File: src/rtl/sertx_pkg.sv
`timescale 1ns/1ps
// Shared types for the serial transmitter: frame modes, register addresses
// and the control register layout. Assumes a 2-bit host address space.
package sertx_pkg;

    typedef enum logic [1:0] {
        MODE_ASYNC = 2'd0,
        MODE_MARK  = 2'd1,
        MODE_SYNC  = 2'd2,
        MODE_ALT   = 2'd3
    } frame_mode_e;

    localparam logic [1:0] ADDR_DATA = 2'd0;
    localparam logic [1:0] ADDR_CTRL = 2'd1;
    localparam logic [1:0] ADDR_STAT = 2'd2;

    localparam int CTRL_W = 6;

    typedef struct packed {
        logic        mark_val;
        frame_mode_e mode;
        logic        irq_en;
        logic        rx_en;
        logic        tx_en;
    } ctrl_t;

endpackage

File: src/rtl/sertx_regs.sv
`timescale 1ns/1ps
// Host-side state: the control register, the one-word holding register and
// the empty / collision flags. A held byte is released to the shifter through
// `go`. Assumes DATA_W >= CTRL_W so the control fields fit in a write word.
module sertx_regs
    import sertx_pkg::*;
#(
    parameter int DATA_W = 8
) (
    input  logic              clk,
    input  logic              rst_n,
    input  logic              wr_en,
    input  logic [1:0]        wr_addr,
    input  logic [DATA_W-1:0] wr_data,
    input  logic              take,
    output ctrl_t             ctrl,
    output logic [DATA_W-1:0] hold_data,
    output logic              go,
    output logic              empty,
    output logic              coll,
    output logic              irq
);

    ctrl_t             ctrl_q;
    logic [DATA_W-1:0] hold_q;
    logic              full_q;
    logic              owed_q;
    logic              empty_q;
    logic              coll_q;

    ctrl_t ctrl_new;
    logic  run_now;
    logic  run_new;
    logic  data_wr;
    logic  ctrl_wr;
    logic  stat_wr;
    logic  drop;

    // Decode the write strobe and work out the transmit-enable transitions.
    always_comb begin
        ctrl_new = ctrl_t'(wr_data[CTRL_W-1:0]);
        run_now  = ctrl_q.tx_en & ((ctrl_q.mode != MODE_SYNC) | ctrl_q.rx_en);
        run_new  = ctrl_new.tx_en & ((ctrl_new.mode != MODE_SYNC) | ctrl_new.rx_en);
        data_wr  = wr_en & (wr_addr == ADDR_DATA);
        ctrl_wr  = wr_en & (wr_addr == ADDR_CTRL);
        stat_wr  = wr_en & (wr_addr == ADDR_STAT);
        drop     = ctrl_wr & run_now & ~run_new;
    end

    // Control register.
    always_ff @(posedge clk) begin
        if (!rst_n)       ctrl_q <= '0;
        else if (ctrl_wr) ctrl_q <= ctrl_new;
    end

    // Holding register, its occupancy, the drain obligation and the empty flag.
    always_ff @(posedge clk) begin
        if (!rst_n) begin
            hold_q  <= '0;
            full_q  <= 1'b0;
            owed_q  <= 1'b0;
            empty_q <= 1'b1;
        end else begin
            if (take) begin
                full_q  <= 1'b0;
                owed_q  <= 1'b0;
                empty_q <= 1'b1;
            end
            if (data_wr && !full_q) begin
                hold_q  <= wr_data;
                full_q  <= 1'b1;
                empty_q <= 1'b0;
            end
            if (drop) begin
                empty_q <= 1'b1;
                owed_q  <= full_q & ~take;
            end
        end
    end

    // Sticky collision flag, cleared by writing 1 to the status address.
    always_ff @(posedge clk) begin
        if (!rst_n)                        coll_q <= 1'b0;
        else if (data_wr && full_q)        coll_q <= 1'b1;
        else if (stat_wr && wr_data[0])    coll_q <= 1'b0;
    end

    assign ctrl      = ctrl_q;
    assign hold_data = hold_q;
    assign go        = full_q & (run_now | owed_q);
    assign empty     = empty_q;
    assign coll      = coll_q;
    assign irq       = empty_q & ctrl_q.irq_en;

endmodule

File: src/rtl/sertx_shifter.sv
`timescale 1ns/1ps
// Frame builder and shift register. On a tick it either moves to the next
// bit or, when idle or on the last bit and `go` is high, loads a new frame.
// Assumes ticks are single-cycle pulses at least two clocks apart.
module sertx_shifter
    import sertx_pkg::*;
#(
    parameter int DATA_W = 8
) (
    input  logic              clk,
    input  logic              rst_n,
    input  logic              tick,
    input  frame_mode_e       mode,
    input  logic              mark_val,
    input  logic [DATA_W-1:0] hold_data,
    input  logic              go,
    output logic              take,
    output logic              ser_out,
    output logic              sclk_out
);

    localparam int FRAME_W = DATA_W + 3;
    localparam int CNT_W   = $clog2(FRAME_W + 1);

    logic [FRAME_W-1:0] shreg_q;
    logic [CNT_W-1:0]   left_q;
    logic               sclk_q;

    logic [FRAME_W-1:0] frame;
    logic [CNT_W-1:0]   frame_len;
    logic               busy;
    logic               last;
    logic               sync_mode;

    // Assemble the next frame, padded with mark bits, and its length.
    always_comb begin
        unique case (mode)
            MODE_SYNC: begin
                frame     = {3'b111, hold_data};
                frame_len = CNT_W'(DATA_W);
            end
            MODE_MARK: begin
                frame     = {1'b1, mark_val, hold_data, 1'b0};
                frame_len = CNT_W'(DATA_W + 3);
            end
            default: begin
                frame     = {2'b11, hold_data, 1'b0};
                frame_len = CNT_W'(DATA_W + 2);
            end
        endcase
    end

    assign busy      = (left_q != '0);
    assign last      = (left_q == CNT_W'(1));
    assign sync_mode = (mode == MODE_SYNC);
    assign take      = tick & go & (~busy | last);

    // Load a frame or advance by one bit on each tick.
    always_ff @(posedge clk) begin
        if (!rst_n) begin
            shreg_q <= '1;
            left_q  <= '0;
        end else if (take) begin
            shreg_q <= frame;
            left_q  <= frame_len;
        end else if (tick && busy) begin
            shreg_q <= {1'b1, shreg_q[FRAME_W-1:1]};
            left_q  <= left_q - CNT_W'(1);
        end
    end

    // Drop the shift clock for one cycle whenever a new synchronous bit starts.
    always_ff @(posedge clk) begin
        if (!rst_n) sclk_q <= 1'b1;
        else        sclk_q <= ~(sync_mode & tick & (take | (busy & ~last)));
    end

    assign ser_out  = busy ? shreg_q[0] : 1'b1;
    assign sclk_out = sclk_q;

endmodule

File: src/rtl/sertx_top.sv
`timescale 1ns/1ps
// Serial transmitter top: joins the host register block to the shifter.
// Assumes an external bit-tick source and DATA_W >= 6.
module sertx_top
    import sertx_pkg::*;
#(
    parameter int DATA_W = 8
) (
    input  logic              clk,
    input  logic              rst_n,
    input  logic              bit_tick,
    input  logic              wr_en,
    input  logic [1:0]        wr_addr,
    input  logic [DATA_W-1:0] wr_data,
    output logic              tx_empty,
    output logic              tx_irq,
    output logic              wr_coll,
    output logic              ser_out,
    output logic              sclk_out
);

    ctrl_t             ctrl_s;
    logic [DATA_W-1:0] hold_s;
    logic              go_s;
    logic              take_s;

    sertx_regs #(.DATA_W(DATA_W)) u_regs (
        .clk       (clk),
        .rst_n     (rst_n),
        .wr_en     (wr_en),
        .wr_addr   (wr_addr),
        .wr_data   (wr_data),
        .take      (take_s),
        .ctrl      (ctrl_s),
        .hold_data (hold_s),
        .go        (go_s),
        .empty     (tx_empty),
        .coll      (wr_coll),
        .irq       (tx_irq)
    );

    sertx_shifter #(.DATA_W(DATA_W)) u_shift (
        .clk       (clk),
        .rst_n     (rst_n),
        .tick      (bit_tick),
        .mode      (ctrl_s.mode),
        .mark_val  (ctrl_s.mark_val),
        .hold_data (hold_s),
        .go        (go_s),
        .take      (take_s),
        .ser_out   (ser_out),
        .sclk_out  (sclk_out)
    );

endmodule

File: config.mk
export PLATFORM = sky130hd
export DESIGN_NAME = sertx_top
export DESIGN_NICKNAME = d
export VERILOG_FILES = /design/src/rtl/sertx_pkg.sv /design/src/rtl/sertx_regs.sv /design/src/rtl/sertx_shifter.sv /design/src/rtl/sertx_top.sv
export SDC_FILE = /design/constraint.sdc
export NUM_CORES = 1
export LEC_CHECK = 0
export BUFFER_PORTS_ARGS = -buffer_cell sky130_fd_sc_hd__buf_2
export CORE_MARGIN = 1
export CORE_UTILIZATION = 40
export CTS_CLUSTER_DIAMETER = 100
export CTS_CLUSTER_SIZE = 20
export DETAILED_ROUTE_END_ITERATION = 16
export PLACE_DENSITY = 0.67
export SETUP_SLACK_MARGIN = 0.05
export SYNTH_ARGS = -nofsm -noshare
export SYNTH_HDL_FRONTEND = slang
export SYNTH_SLANG_ARGS = --single-unit
File: constraint.sdc
create_clock -name clk -period 1.9 [get_ports clk]
set_clock_uncertainty 0.05 [all_clocks]
set_input_delay 0.38 -clock clk [delete_from_list [all_inputs] [get_ports clk]]
set_output_delay 0.38 -clock clk [all_outputs]
set_load 0.005 [all_outputs]
# Word level (Yosys, flattened, before mapping)

Cells that the tools add are included.

Equal/unequal tests: 7
Reduce and logical (&&, ||, !) cells: 12
Bitwise logic cells: 26
Multiplexer cells: 14
Add/sub/neg operators: 1

Operator list:

| cell                                                 | count |
|---|---|
| 2-to-1 mux 11 bit                                    | 2 |
| one-hot mux 10 bit (2 select lines)                  | 1 |
| AND 1 bit                                            | 15 |
| 2-to-1 mux 1 bit                                     | 8 |
| 2-to-1 mux 4 bit                                     | 2 |
| nonzero test 2 bit                                   | 4 |
| inverter 1 bit                                       | 6 |
| bitwise OR 1 bit                                     | 5 |
| equality test 2 x 1 -> 1 bit (second input constant) | 2 |
| equality test 2 bit (second input constant)          | 2 |
| equality test 4 x 1 -> 1 bit (second input constant) | 1 |
| logical AND 1 bit                                    | 4 |
| != test 2 bit (second input constant)                | 2 |
| one-hot mux 2 bit (2 select lines)                   | 1 |
| nonzero test 4 bit                                   | 1 |
| subtractor 4 x 1 -> 4 bit (second input constant)    | 1 |
| zero test 2 bit                                      | 1 |
| OR reduction 2 bit                                   | 1 |
| zero test 1 bit                                      | 1 |

Output and inout bits: 5
Bits of input ports: 14
Register bits: 34

# Depth between registers and ports, before layout

Gate-level depths: netlist of the first run.

Word-level depth: 10
Mapped depth: 7
Mapped depth without buffers: 6

# Modules after synthesis

A second synthesis of the first run with hierarchy kept.

Cell total of the unflattened synthesis: 179
Area, all modules: 1,626.6 um^2

By module, submodules not included:

| module        | cells each | seq. area each (um^2) | area an instance (um^2) | instances |
|---|---|---|---|---|
| sertx_shifter | 98         | 300.3                 | 880.8                   | 1 |
| sertx_regs    | 81         | 360.3                 | 745.7                   | 1 |

# Worst setup path after synthesis of the first run

No wires, ideal clock.

Path kind: flip-flop to flip-flop
From: register u_regs.ctrl_q, in the netlist u_regs.ctrl[3]
To: register u_shift.shreg_q[2]
Stages on the path, launching flop included: 8
Library setup time: 131 ps
Required time: 1,719 ps
Setup slack: 178 ps
Buffers on the path: 1
Arrival time: 1,542 ps
Cell sequence: dfxtp_1 > inv_1 > ha_1 > or3b_1 > o2111a_2 > buf_6 > a211oi_2 > o21ai_1

Cells in the longest elaborated chain, start to end: 8
Elaborated cells between the ends (all ways): 12
Those cells by class: eq/ne: 3; mux: 2; bitwise: 6; reduce/logical: 1

Ends and longest elaborated chain:

| what                                                           | line                | text |
|---|---|---|
| from (decl)                                                    | sertx_regs.sv:24    | `ctrl_t ctrl_q;` |
| from (signal assigned)                                         | sertx_regs.sv:53    | `else if (ctrl_wr) ctrl_q <= ctrl_new;` |
| != test 2 bit                                                  | sertx_regs.sv:42    | `run_now = ctrl_q.tx_en & ((ctrl_q.mode != MODE_SYNC) \| ctrl_q.rx_en);` |
| bitwise OR 1 bit                                               | sertx_regs.sv:42    |  |
| AND 1 bit                                                      | sertx_regs.sv:42    |  |
| bitwise OR 1 bit                                               | sertx_regs.sv:90    | `assign go = full_q & (run_now \| owed_q);` |
| AND 1 bit                                                      | sertx_regs.sv:90    |  |
| AND 1 bit (2 in a row)                                         | sertx_shifter.sv:56 | `assign take = tick & go & (~busy \| last);` |
| 2-to-1 mux 11 bit / nonzero test 2 bit (equally long branches) | n/a                 |  |
| to (signal assigned)                                           | sertx_shifter.sv:64 | `shreg_q <= frame;` |
| to (signal assigned)                                           | sertx_shifter.sv:67 | `shreg_q <= {1'b1, shreg_q[FRAME_W-1:1]};` |
| to (decl)                                                      | sertx_shifter.sv:25 | `logic [FRAME_W-1:0] shreg_q;` |

Parallel ways exist; a longest one is shown, timed or not.
A chain may end at the register's enable or synchronous reset.

# Worst setup path after layout of the first run

From: register u_shift.left_q[1]
To: output ser_out

Cells in the longest elaborated chain, start to end: 2

Ends and longest elaborated chain:

| what                   | line                | text |
|---|---|---|
| from (decl)            | sertx_shifter.sv:26 | `logic [CNT_W-1:0] left_q;` |
| from (signal assigned) | sertx_shifter.sv:65 | `left_q <= frame_len;` |
| from (signal assigned) | sertx_shifter.sv:68 | `left_q <= left_q - CNT_W'(1);` |
| nonzero test 4 bit     | sertx_shifter.sv:53 | `assign busy = (left_q != '0);` |
| 2-to-1 mux 1 bit       | sertx_shifter.sv:78 | `assign ser_out = busy ? shreg_q[0] : 1'b1;` |
| to (decl)              | sertx_top.sv:18     | `output logic ser_out,` |

Every way passes these cells.

==> out/qor.csv, run 1 <==
metric,value,unit
synthCells,197,
period_minus_slack,1910,ps
rr_endpoint,u_shift.shreg_q[4]$_SDFFE_PN1P_,
cp_top_family,simple AND/OR/NAND/NOR gates,
synthDistinctLibCells,43,
use_met1,24.2,%
timing.fmax,525,MHz
grt_usage,19.5,%
fin_nets,245,
finalSetupTns,-5.68,ps
wire_per_inst,14.9,um
dp_hpwl,2.71,mm
route.detailed.drc,0,
diodes,0,
hold_depth,3,
grt_use_met2,31.6,%
antenna_found_initial,0,
io_pins,19,
die_h,67.8,um
viasPerCell,5.62,
insertion_delay,280,ps
syn_area,0.00173,sq mm
endpoint_kind,output pin,
worstSetupPathType,reg -> out,
syn_avg_cell_area,8.80,sq um
start_kind,register,
fillers,411,
p_leak,0.000880,uW
dr.pass1.iters,4,
vias,1550,
dieArea,0.00460,sq mm
p_per_area,1260,mW/mm^2
hold_class,in -> reg,
cts_max_level,2,
drt_iter0_drc,84,
power,2680,uW
finalHoldViolations,0,
gr-total-overflow,0,
cts_buffers,5,
mostFrequentLayoutCells,"31 x dfxtp_1, 19 x nand2_1, 17 x buf_2",
grt_pass1_wl,6.51,mm
clock-sinks,33,
cts_tree,done,
tightestPinTransition,402,ps
synth-edff-count,0,
ctsRootBufferMaster,clkbuf_8,
drive_gt1_share,28.3,%
syn2layout_area_growth,22.5,%
slew_violations,0,
grt_pass1_vias,1393,
crit_start,u_shift.left_q[1]$_SDFFE_PN0P_,
die_width,67.8,um
ff2ff_setup_slack,80,ps
holdWs,281,ps
rsz0062_at_grt,yes,
r2r_start,u_shift.left_q[1]$_SDFFE_PN0P_,
ys_warn_count,0,
critical_path_required,1470,ps
portBuffers,18,
max_slew_margin,73.1,%
arrival,1480,ps
ir_drop,0.000695,V
core_area,0.00409,sq mm
drv_cap,0,
path_depth,6,
grt-busiest-layer,met2,
status,"finished, violations left",
gp_congestion,0.779,
clock_path_buffers,2,
fin_crit_sh,100,%
async_flop_share,0,%
setup_violations,1,
ff2ff_path_depth,8,
path_buf_inv,3,
grt_max_degree,23,
start_util,42.4,%
ys.flop_type,dfxtp_1,
drt_wl_total,4.13,mm
ys_seq_area_share,38.1,%
ant_nets,0,
row_count,23,
grt_use_met3,6.00,%
path_max_fanout,2,
final_common_cell,dfxtp_1,
cpPeakStageDelay,380,ps
synth_nets,217,
fin_ws,-5.68,ps
slowest_stage,or3b_4,
ys_seq_elements,33,
crit_end,ser_out,
violations,setup timing,
crit_chain,inv_2 -> ha_4 -> or3b_4 -> buf_8 -> nand2b_4 -> buf_6,
clk_pin_slew,70,ps
-- repair_timing --
| action | in CTS | in global routing |
|---|---|---|
| resized for setup | 9 | 7 |
| hold buffers | 0 | 0 |
| pin swaps | 0 | 2 |
| cloned | 0 | 1 |
| setup endpoints to repair | 1 | 9 |
| setup buffers | 5 | 2 |
-- power breakdown --
part	leakage (uW)	internal (uW)	switching, uW	total (uW)
Sequential	0.000270	811	70.1	881
Clock	0.0000450	253	250	504
Combinational	0.000565	630	661	1290
Total	0.000880	1690	982	2680
-- logic make-up after synthesis --
logic type,count (synthesis),share of synthesized area [%]
compound gates,60,26.3
flops,33,38.1
xor+xnor,3,1.52
mux,8,4.62
buf+inv,21,5.63
fa+ha+maj,6,4.33
simple gates,66,19.5
-- how the worst min path moves through the flow --
stage / from / to / slack [ps]
final: wr_data[6] / u_regs.hold_data[6]$_SDFFE_PN0P_ / 280
after global routing: wr_data[2] / u_regs.hold_data[2]$_SDFFE_PN0P_ / 300
after CTS: wr_data[6] / u_regs.hold_data[6]$_SDFFE_PN0P_ / 270
after detailed placement: u_regs.hold_data[4]$_SDFFE_PN0P_ / u_regs.hold_data[4]$_SDFFE_PN0P_ / 420
after global placement: u_regs.hold_data[3]$_SDFFE_PN0P_ / u_regs.hold_data[3]$_SDFFE_PN0P_ / 410
after floorplan: u_regs.hold_data[1]$_SDFFE_PN0P_ / u_regs.hold_data[1]$_SDFFE_PN0P_ / 400
-- per-stage QoR --
| step | util (%) | cell area [sq um] | cells | setup WS (ps) |
|---|---|---|---|---|
| 2_1_floorplan | - | 1730 | 197 | 178 |
| 3_3_place_gp | 46.8 | 1910 | 260 | 124 |
| 3_5_place_dp | 46.8 | 1910 | 260 | 97.1 |
| 4_1_cts | 50.3 | 2060 | 273 | -26.3 |
| 5_1_grt | 52.0 | 2120 | 276 | -42.7 |
| 6_report | 52.0 | 2120 | 276 | -5.68 |
-- flip-flops by register name (all words and copies together), names as in the netlist --
| name | flops |
|---|---|
| u_regs.owed_q | 1 |
| u_regs.ctrl | 6 |
| u_shift.sclk_out | 1 |
| u_regs.empty | 1 |
| u_shift.left_q | 4 |
| u_regs.coll | 1 |
| u_regs.hold_data | 8 |
| u_regs.full_q | 1 |
| u_shift.shreg_q | 10 |
-- worst min-delay path: stages --
cell and delay (ps):
buf_2 100, nand2_1 40, a21oi_1 50
-- area by class of cell --
type / count / area (sq um) / share of cell area, %
clock buffer: 6 / 72.6 / 3.42
inverter: 6 / 22.5 / 1.06
clock inverter: 2 / 10.0 / 0.471
tap: 50 / 62.6 / 2.95
timing repair buffer: 35 / 256 / 12.1
sequential: 33 / 663 / 31.2
multi-input combinational: 144 / 1040 / 48.8
-- synthesized netlist by cell type (2+ instances only) --
library cell,n,area [sq um]
a211oi_2,6,75.1
a21boi_0,7,52.6
a21oi_1,14,70.1
a22o_1,7,61.3
and3_1,8,50.1
buf_2,3,15.0
buf_6,2,22.5
clkbuf_1,10,37.5
dfxtp_1,33,661
ha_1,6,75.1
inv_1,6,22.5
mux2i_1,8,80.1
nand2_1,19,71.3
nand2b_1,2,12.5
nand3_1,3,15.0
nor2_1,9,33.8
nor2b_1,3,18.8
nor3_1,11,55.1
o211ai_1,3,22.5
o21ai_1,10,50.1
or3_1,2,12.5
or3b_1,3,26.3
xor2_1,2,17.5
-- metal layers --
metal	wire length (um)	up-vias	share of wire [%]
li1	-	772	-
met1	1950	738	47
met2	1940	32	47
met3	160	8	3.9
met4	76	0	1.8
met5	0	-	0
No activity file was read; power rests on OpenSTA's default activity.
==> run 2, diff against run 1 <==
--- a/config.mk
+++ b/config.mk
@@ -12,6 +12,7 @@
 export CTS_CLUSTER_SIZE = 20
 export DETAILED_ROUTE_END_ITERATION = 16
 export PLACE_DENSITY = 0.67
+export REMOVE_ABC_BUFFERS = 1
 export SETUP_SLACK_MARGIN = 0.05
 export SYNTH_ARGS = -nofsm -noshare
 export SYNTH_HDL_FRONTEND = slang
==> out/qor.csv, run 2 (synthesis results as in run 1) <==
metric,value,unit,change
status,"finished, final reports clean",,
antenna_found_initial,0,,unchanged
drt_wl_total,4.01,mm,-2.9%
ff2ff_path_depth,8,,unchanged
hold_class,in -> reg,,
clock_path_buffers,2,,unchanged
grt-busiest-layer,met2,,
p_int,1670,uW,-1.6%
crit_start,u_shift.left_q[0]$_SDFFE_PN0P_,,
power_frac_seq,33.3,%,+0.4 points
diodes,0,,unchanged
die_h,67.8,um,unchanged
fin_crit_sh,98.4,%,-1.9 points
cts_buffers,5,,unchanged
grt_use_met3,6.17,%,+0.17 points
crit_end,ser_out,,
ant_nets,0,,unchanged
tightestPinTransition,582,ps,+180 ps
start_kind,register,,
grt_use_met2,28.2,%,-3.3 points
clock-sinks,33,,unchanged
swShare,37.1,%,+0.44 points
ff2ff_setup_slack,100,ps,+20 ps
cts_tree,done,,
drt_iter0_drc,60,,-29%
gr-total-overflow,0,,unchanged
start_util,42.4,%,unchanged
row_count,23,,unchanged
dieArea,0.00460,sq mm,unchanged
p_leak,0.000858,uW,-2.5%
syn2layout_area_growth,21.9,%,
dp_hpwl,2.62,mm,-3.5%
ctsHoldBuffers,0,,unchanged
critical_path_required,1470,ps,about the same
holdWs,277,ps,-3.90 ps
route.detailed.drc,0,,unchanged
dr.pass1.iters,4,,unchanged
gp_congestion,0.738,,-5.3%
period_minus_slack,1870,ps,-35.6 ps
grt_usage,19.0,%,-0.52 points
wire_per_inst,14.5,um,-3.3%
cts_max_level,2,,unchanged
arrival,1440,ps,-40 ps
p_switching,985,uW,+0.28%
finalHoldViolations,0,,unchanged
max_slew_margin,61.2,%,-12 points
ir_drop,0.000383,V,-45%
finalSetupTns,0,ps,+5.68 ps
drive_gt1_share,30.0,%,+1.6 points
portBuffers,18,,unchanged
ctsRootBufferMaster,clkbuf_8,,
fillers,391,,-4.9%
io_pins,19,,unchanged
vias,1548,,-0.13%
die_width,67.8,um,unchanged
mostFrequentLayoutCells,"30 x dfxtp_1, 19 x buf_2, 18 x nand2_1",,
hold_depth,3,,unchanged
setup_violations,0,,-1
drv_cap,0,,unchanged
p_clk_share,20.2,%,+1.4 points
slew_violations,0,,unchanged
worstSetupPathType,reg -> out,,
grt_pass1_wl,6.38,mm,-2.0%
rsz0062_at_grt,yes,,
clk_pin_slew,60,ps,about the same
r2r_start,u_shift.left_q[0]$_SDFFE_PN0P_,,
path_max_fanout,2,,unchanged
endpoint_kind,output pin,,
grt_max_degree,21,,-8.7%
p_per_area,1250,mW/mm^2,-0.45%
rr_endpoint,u_shift.shreg_q[7]$_SDFFE_PN1P_,,
top_register,u_shift.shreg_q,,
final_common_cell,dfxtp_1,,
largest_reg_flops,10,,unchanged
fin_nets,247,,+0.82%
use_met1,24.6,%,+0.41 points
viasPerCell,5.59,,-0.49%
grt_pass1_vias,1362,,-2.2%
timing.fmax,535,MHz,+1.9%
insertion_delay,290,ps,about the same
utilization,51.7,%,-0.24 points
combPwrFrac,46.6,%,-1.7 points
core_area,0.00409,sq mm,unchanged
-- run 2: cell types whose count changed in the layout (fill, tap and decap cells not counted), moves of 2 or more --
cell / before / now
nor3_1: 11 / 8
nor3_2: 1 / 4
a21boi_0: 7 / 5
a21boi_1: 0 / 2
buf_12: 2 / 0
buf_2: 17 / 19
buf_4: 14 / 16
clkinv_2: 2 / 0
-- run 2: worst min-delay path by stage --
stage,startpoint,end,slack (ps)
after floorplan,u_regs.hold_data[1]$_SDFFE_PN0P_,u_regs.hold_data[1]$_SDFFE_PN0P_,400
after global placement,u_regs.hold_data[4]$_SDFFE_PN0P_,u_regs.hold_data[4]$_SDFFE_PN0P_,410
after detailed placement,u_regs.hold_data[3]$_SDFFE_PN0P_,u_regs.hold_data[3]$_SDFFE_PN0P_,420
after CTS,wr_data[7],u_regs.hold_data[7]$_SDFFE_PN0P_,280
after global routing,wr_data[6],u_regs.hold_data[6]$_SDFFE_PN0P_,280
final,wr_data[6],u_regs.hold_data[6]$_SDFFE_PN0P_,280
-- run 2: metal layers --
| metal | routed length, um | up-vias |
|---|---|---|
| li1 | - | 779 |
| met4 | 78 | 0 |
| met2 | 1800 | 29 |
| met5 | 0 | - |
| met3 | 159 | 9 |
| met1 | 1970 | 731 |
-- run 2: cell type report --
| type | count | area (sq um) | area share, % |
|---|---|---|---|
| Timing Repair Buffer | 37 | 238 | 11.2 |
| Multi-Input combinational cell | 144 | 1040 | 49.2 |
| Clock buffer | 7 | 86.3 | 4.09 |
| Sequential cell | 33 | 664 | 31.4 |
| Inverter | 6 | 22.5 | 1.07 |
| Tap cell | 50 | 62.6 | 2.96 |
-- run 2: worst max-delay path: stages (launching register included) --
cell	delay (ps)
dfxtp_2	320
inv_2	70
ha_4	130
or3b_4	370
buf_6	120
nand2b_1	50
buf_2	100
-- run 2: power groups by stage --
stage / registers, uW / clock network, uW / logic, uW
floorplan: 871 / 0 / 722
global placement: 887 / 0 / 958
detailed placement: 891 / 0 / 973
CTS: 877 / 545 / 1190
global route: 895 / 566 / 1330
finish: 882 / 535 / 1230
-- run 2: through the flow --
| step | setup WS (ps) | instances | total power [uW] | cell area, sq um |
|---|---|---|---|---|
| after floorplan | 124 | 182 | 1590 | 1660 |
| after global placement | 78.1 | 258 | 1840 | 1870 |
| after detailed placement | 41.6 | 258 | 1860 | 1870 |
| after CTS | 17.5 | 273 | 2610 | 2040 |
| after global routing | -33.6 | 277 | 2790 | 2110 |
| final | 29.9 | 277 | 2650 | 2110 |
-- run 2: timing repair --
item                       CTS  global route
gates cloned                 1             1
pin swaps                    1             2
gates resized for setup      8            12
setup buffers                7             3
setup endpoints to repair    3            12
==> run 3, diff against run 2 <==
--- a/config.mk
+++ b/config.mk
@@ -11,9 +11,11 @@
 export CTS_CLUSTER_DIAMETER = 100
 export CTS_CLUSTER_SIZE = 20
 export DETAILED_ROUTE_END_ITERATION = 16
+export MAX_ROUTING_LAYER = met4
 export PLACE_DENSITY = 0.67
 export REMOVE_ABC_BUFFERS = 1
 export SETUP_SLACK_MARGIN = 0.05
+export SKIP_LAST_GASP = 1
 export SYNTH_ARGS = -nofsm -noshare
 export SYNTH_HDL_FRONTEND = slang
 export SYNTH_SLANG_ARGS = --single-unit
==> out/qor.csv, run 3 (synthesis results as in run 1) <==
metric,value,unit,change
arrival,1440,ps,about the same
start_kind,register,,
rsz0062_at_grt,yes,,
path_max_fanout,2,,unchanged
top_register,u_shift.shreg_q,,
cts_max_level,2,,unchanged
clock_path_buffers,2,,unchanged
portBuffers,18,,unchanged
wire_per_inst,14.4,um,-0.52%
slew_violations,0,,unchanged
setup_violations,0,,unchanged
drive_gt1_share,30.0,%,unchanged
rr_endpoint,u_shift.shreg_q[7]$_SDFFE_PN1P_,,
whs_endpoint,u_regs.hold_data[6]$_SDFFE_PN0P_,,
finalHoldViolations,0,,unchanged
core_area,0.00409,sq mm,unchanged
dr.pass1.iters,4,,unchanged
dp_hpwl,2.62,mm,unchanged
mostFrequentLayoutCells,"30 x dfxtp_1, 19 x buf_2, 18 x nand2_1",,
critical_path_required,1470,ps,about the same
fin_crit_sh,98.3,%,-0.14 points
gr-total-overflow,0,,unchanged
drt_wl_total,3.99,mm,-0.52%
clock-sinks,33,,unchanged
grt_max_degree,21,,unchanged
row_count,23,,unchanged
grt_pass1_wl,6.38,mm,unchanged
endpoint_kind,output pin,,
status,"finished, final reports clean",,
drv_cap,0,,unchanged
grt_usage,19.4,%,+0.47 points
place_inst,258,,unchanged
worstSetupPathType,reg -> out,,
period_minus_slack,1870,ps,-2.67 ps
tightestPinTransition,584,ps,+1.95 ps
fillers,391,,unchanged
final_cells,277,,unchanged
largest_reg_flops,10,,unchanged
hold_class,in -> reg,,
timing.fmax,536,MHz,+0.14%
cts_tree,done,,
vias,1534,,-0.90%
antenna_found_initial,0,,unchanged
clk_pin_slew,60,ps,about the same
hold_depth,3,,unchanged
post-place-ws,41.6,ps,unchanged
die_width,67.8,um,unchanged
max_slew_margin,61.1,%,-0.13 points
route.detailed.drc,0,,unchanged
grt_pass1_vias,1361,,-0.073%
crit_start,u_shift.left_q[0]$_SDFFE_PN0P_,,
fin_ws,32.6,ps,+2.68 ps
p_leak,0.000858,uW,unchanged
gp_congestion,0.747,,+1.2%
insertion_delay,280,ps,about the same
ctsHoldBuffers,0,,unchanged
dieArea,0.00460,sq mm,unchanged
final_common_cell,dfxtp_1,,
p_per_area,1250,mW/mm^2,-0.16%
ir_drop,0.000383,V,-0.22%
ff2ff_path_depth,8,,unchanged
ant_nets,0,,unchanged
die_h,67.8,um,unchanged
start_util,42.4,%,unchanged
syn2layout_area_growth,21.9,%,unchanged
fin_nets,247,,unchanged
r2r_start,u_shift.left_q[0]$_SDFFE_PN0P_,,
viasPerCell,5.54,,-0.90%
ff2ff_setup_slack,100,ps,about the same
min-delay-start,wr_data[6],,
ctsRootBufferMaster,clkbuf_8,,
io_pins,19,,unchanged
diodes,0,,unchanged
cts_buffers,5,,unchanged
drt_iter0_drc,57,,-5.0%
==> run 3: cell counts in the layout (fill, tap and decap cells not counted) <==
No cell type changed its count.
==> run 3: area by class of cell <==
cell class / count / area [sq um] / share of cell area, %
Timing Repair Buffer: 37 / 238 / 11.2
Inverter: 6 / 22.5 / 1.07
Tap cell: 50 / 62.6 / 2.96
Sequential cell: 33 / 664 / 31.4
Clock buffer: 7 / 86.3 / 4.09
Multi-Input combinational cell: 144 / 1040 / 49.2
==> run 3: power by group <==
group / leakage, uW / internal [uW] / switching, uW
registers: 0.000271 / 811 / 70.5
clock network: 0.0000443 / 287 / 244
logic: 0.000543 / 569 / 666
total: 0.000858 / 1670 / 980
==> run 3: worst max path at each step <==
stage                                                 end  slack [ps]  cells past startpoint
after floorplan           u_shift.shreg_q[8]$_SDFFE_PN1P_         120                      6
after global placement    u_shift.shreg_q[0]$_SDFFE_PN1P_          80                      7
after detailed placement  u_shift.shreg_q[0]$_SDFFE_PN1P_          40                      7
after CTS                                         ser_out          20                      6
after global routing                              ser_out         -30                      6
final                                             ser_out          30                      6
==> run 3: timing repair <==
action	4_1_cts	5_1_grt
gates cloned	1	1
buffers inserted	7	3
gates resized for setup	8	12
pin swaps	1	2
endpoints found under the setup margin	3	12
endpoints found under the hold margin	0	0
==> run 3: worst max-delay path: stages, from the launching register on <==
cell and delay [ps]:
dfxtp_2 320, inv_2 70, ha_4 130, or3b_4 370, buf_6 120, nand2b_1 50, buf_2 100
==> run 3: metal layers <==
layer | wire length (um) | GRT usage [%] | part of all wire [%]
met1 | 1960 | 24.7 | 49
met2 | 1810 | 28.2 | 45
met3 | 140 | 4.67 | 3.5
met4 | 80 | 10.4 | 2.0
met5 | 0 | - | 0
==> run 3: per-stage QoR <==
stage	power [uW]	setup TNS (ps)	hold WS (ps)	cell area (sq um)	utilization (%)
floorplan	1590	0	399	1660	-
global placement	1840	0	414	1870	45.8
CTS	2610	0	278	2040	49.8
finish	2650	0	280	2110	51.7
global route	2790	-29.3	285	2110	51.7
detailed placement	1860	0	418	1870	45.8
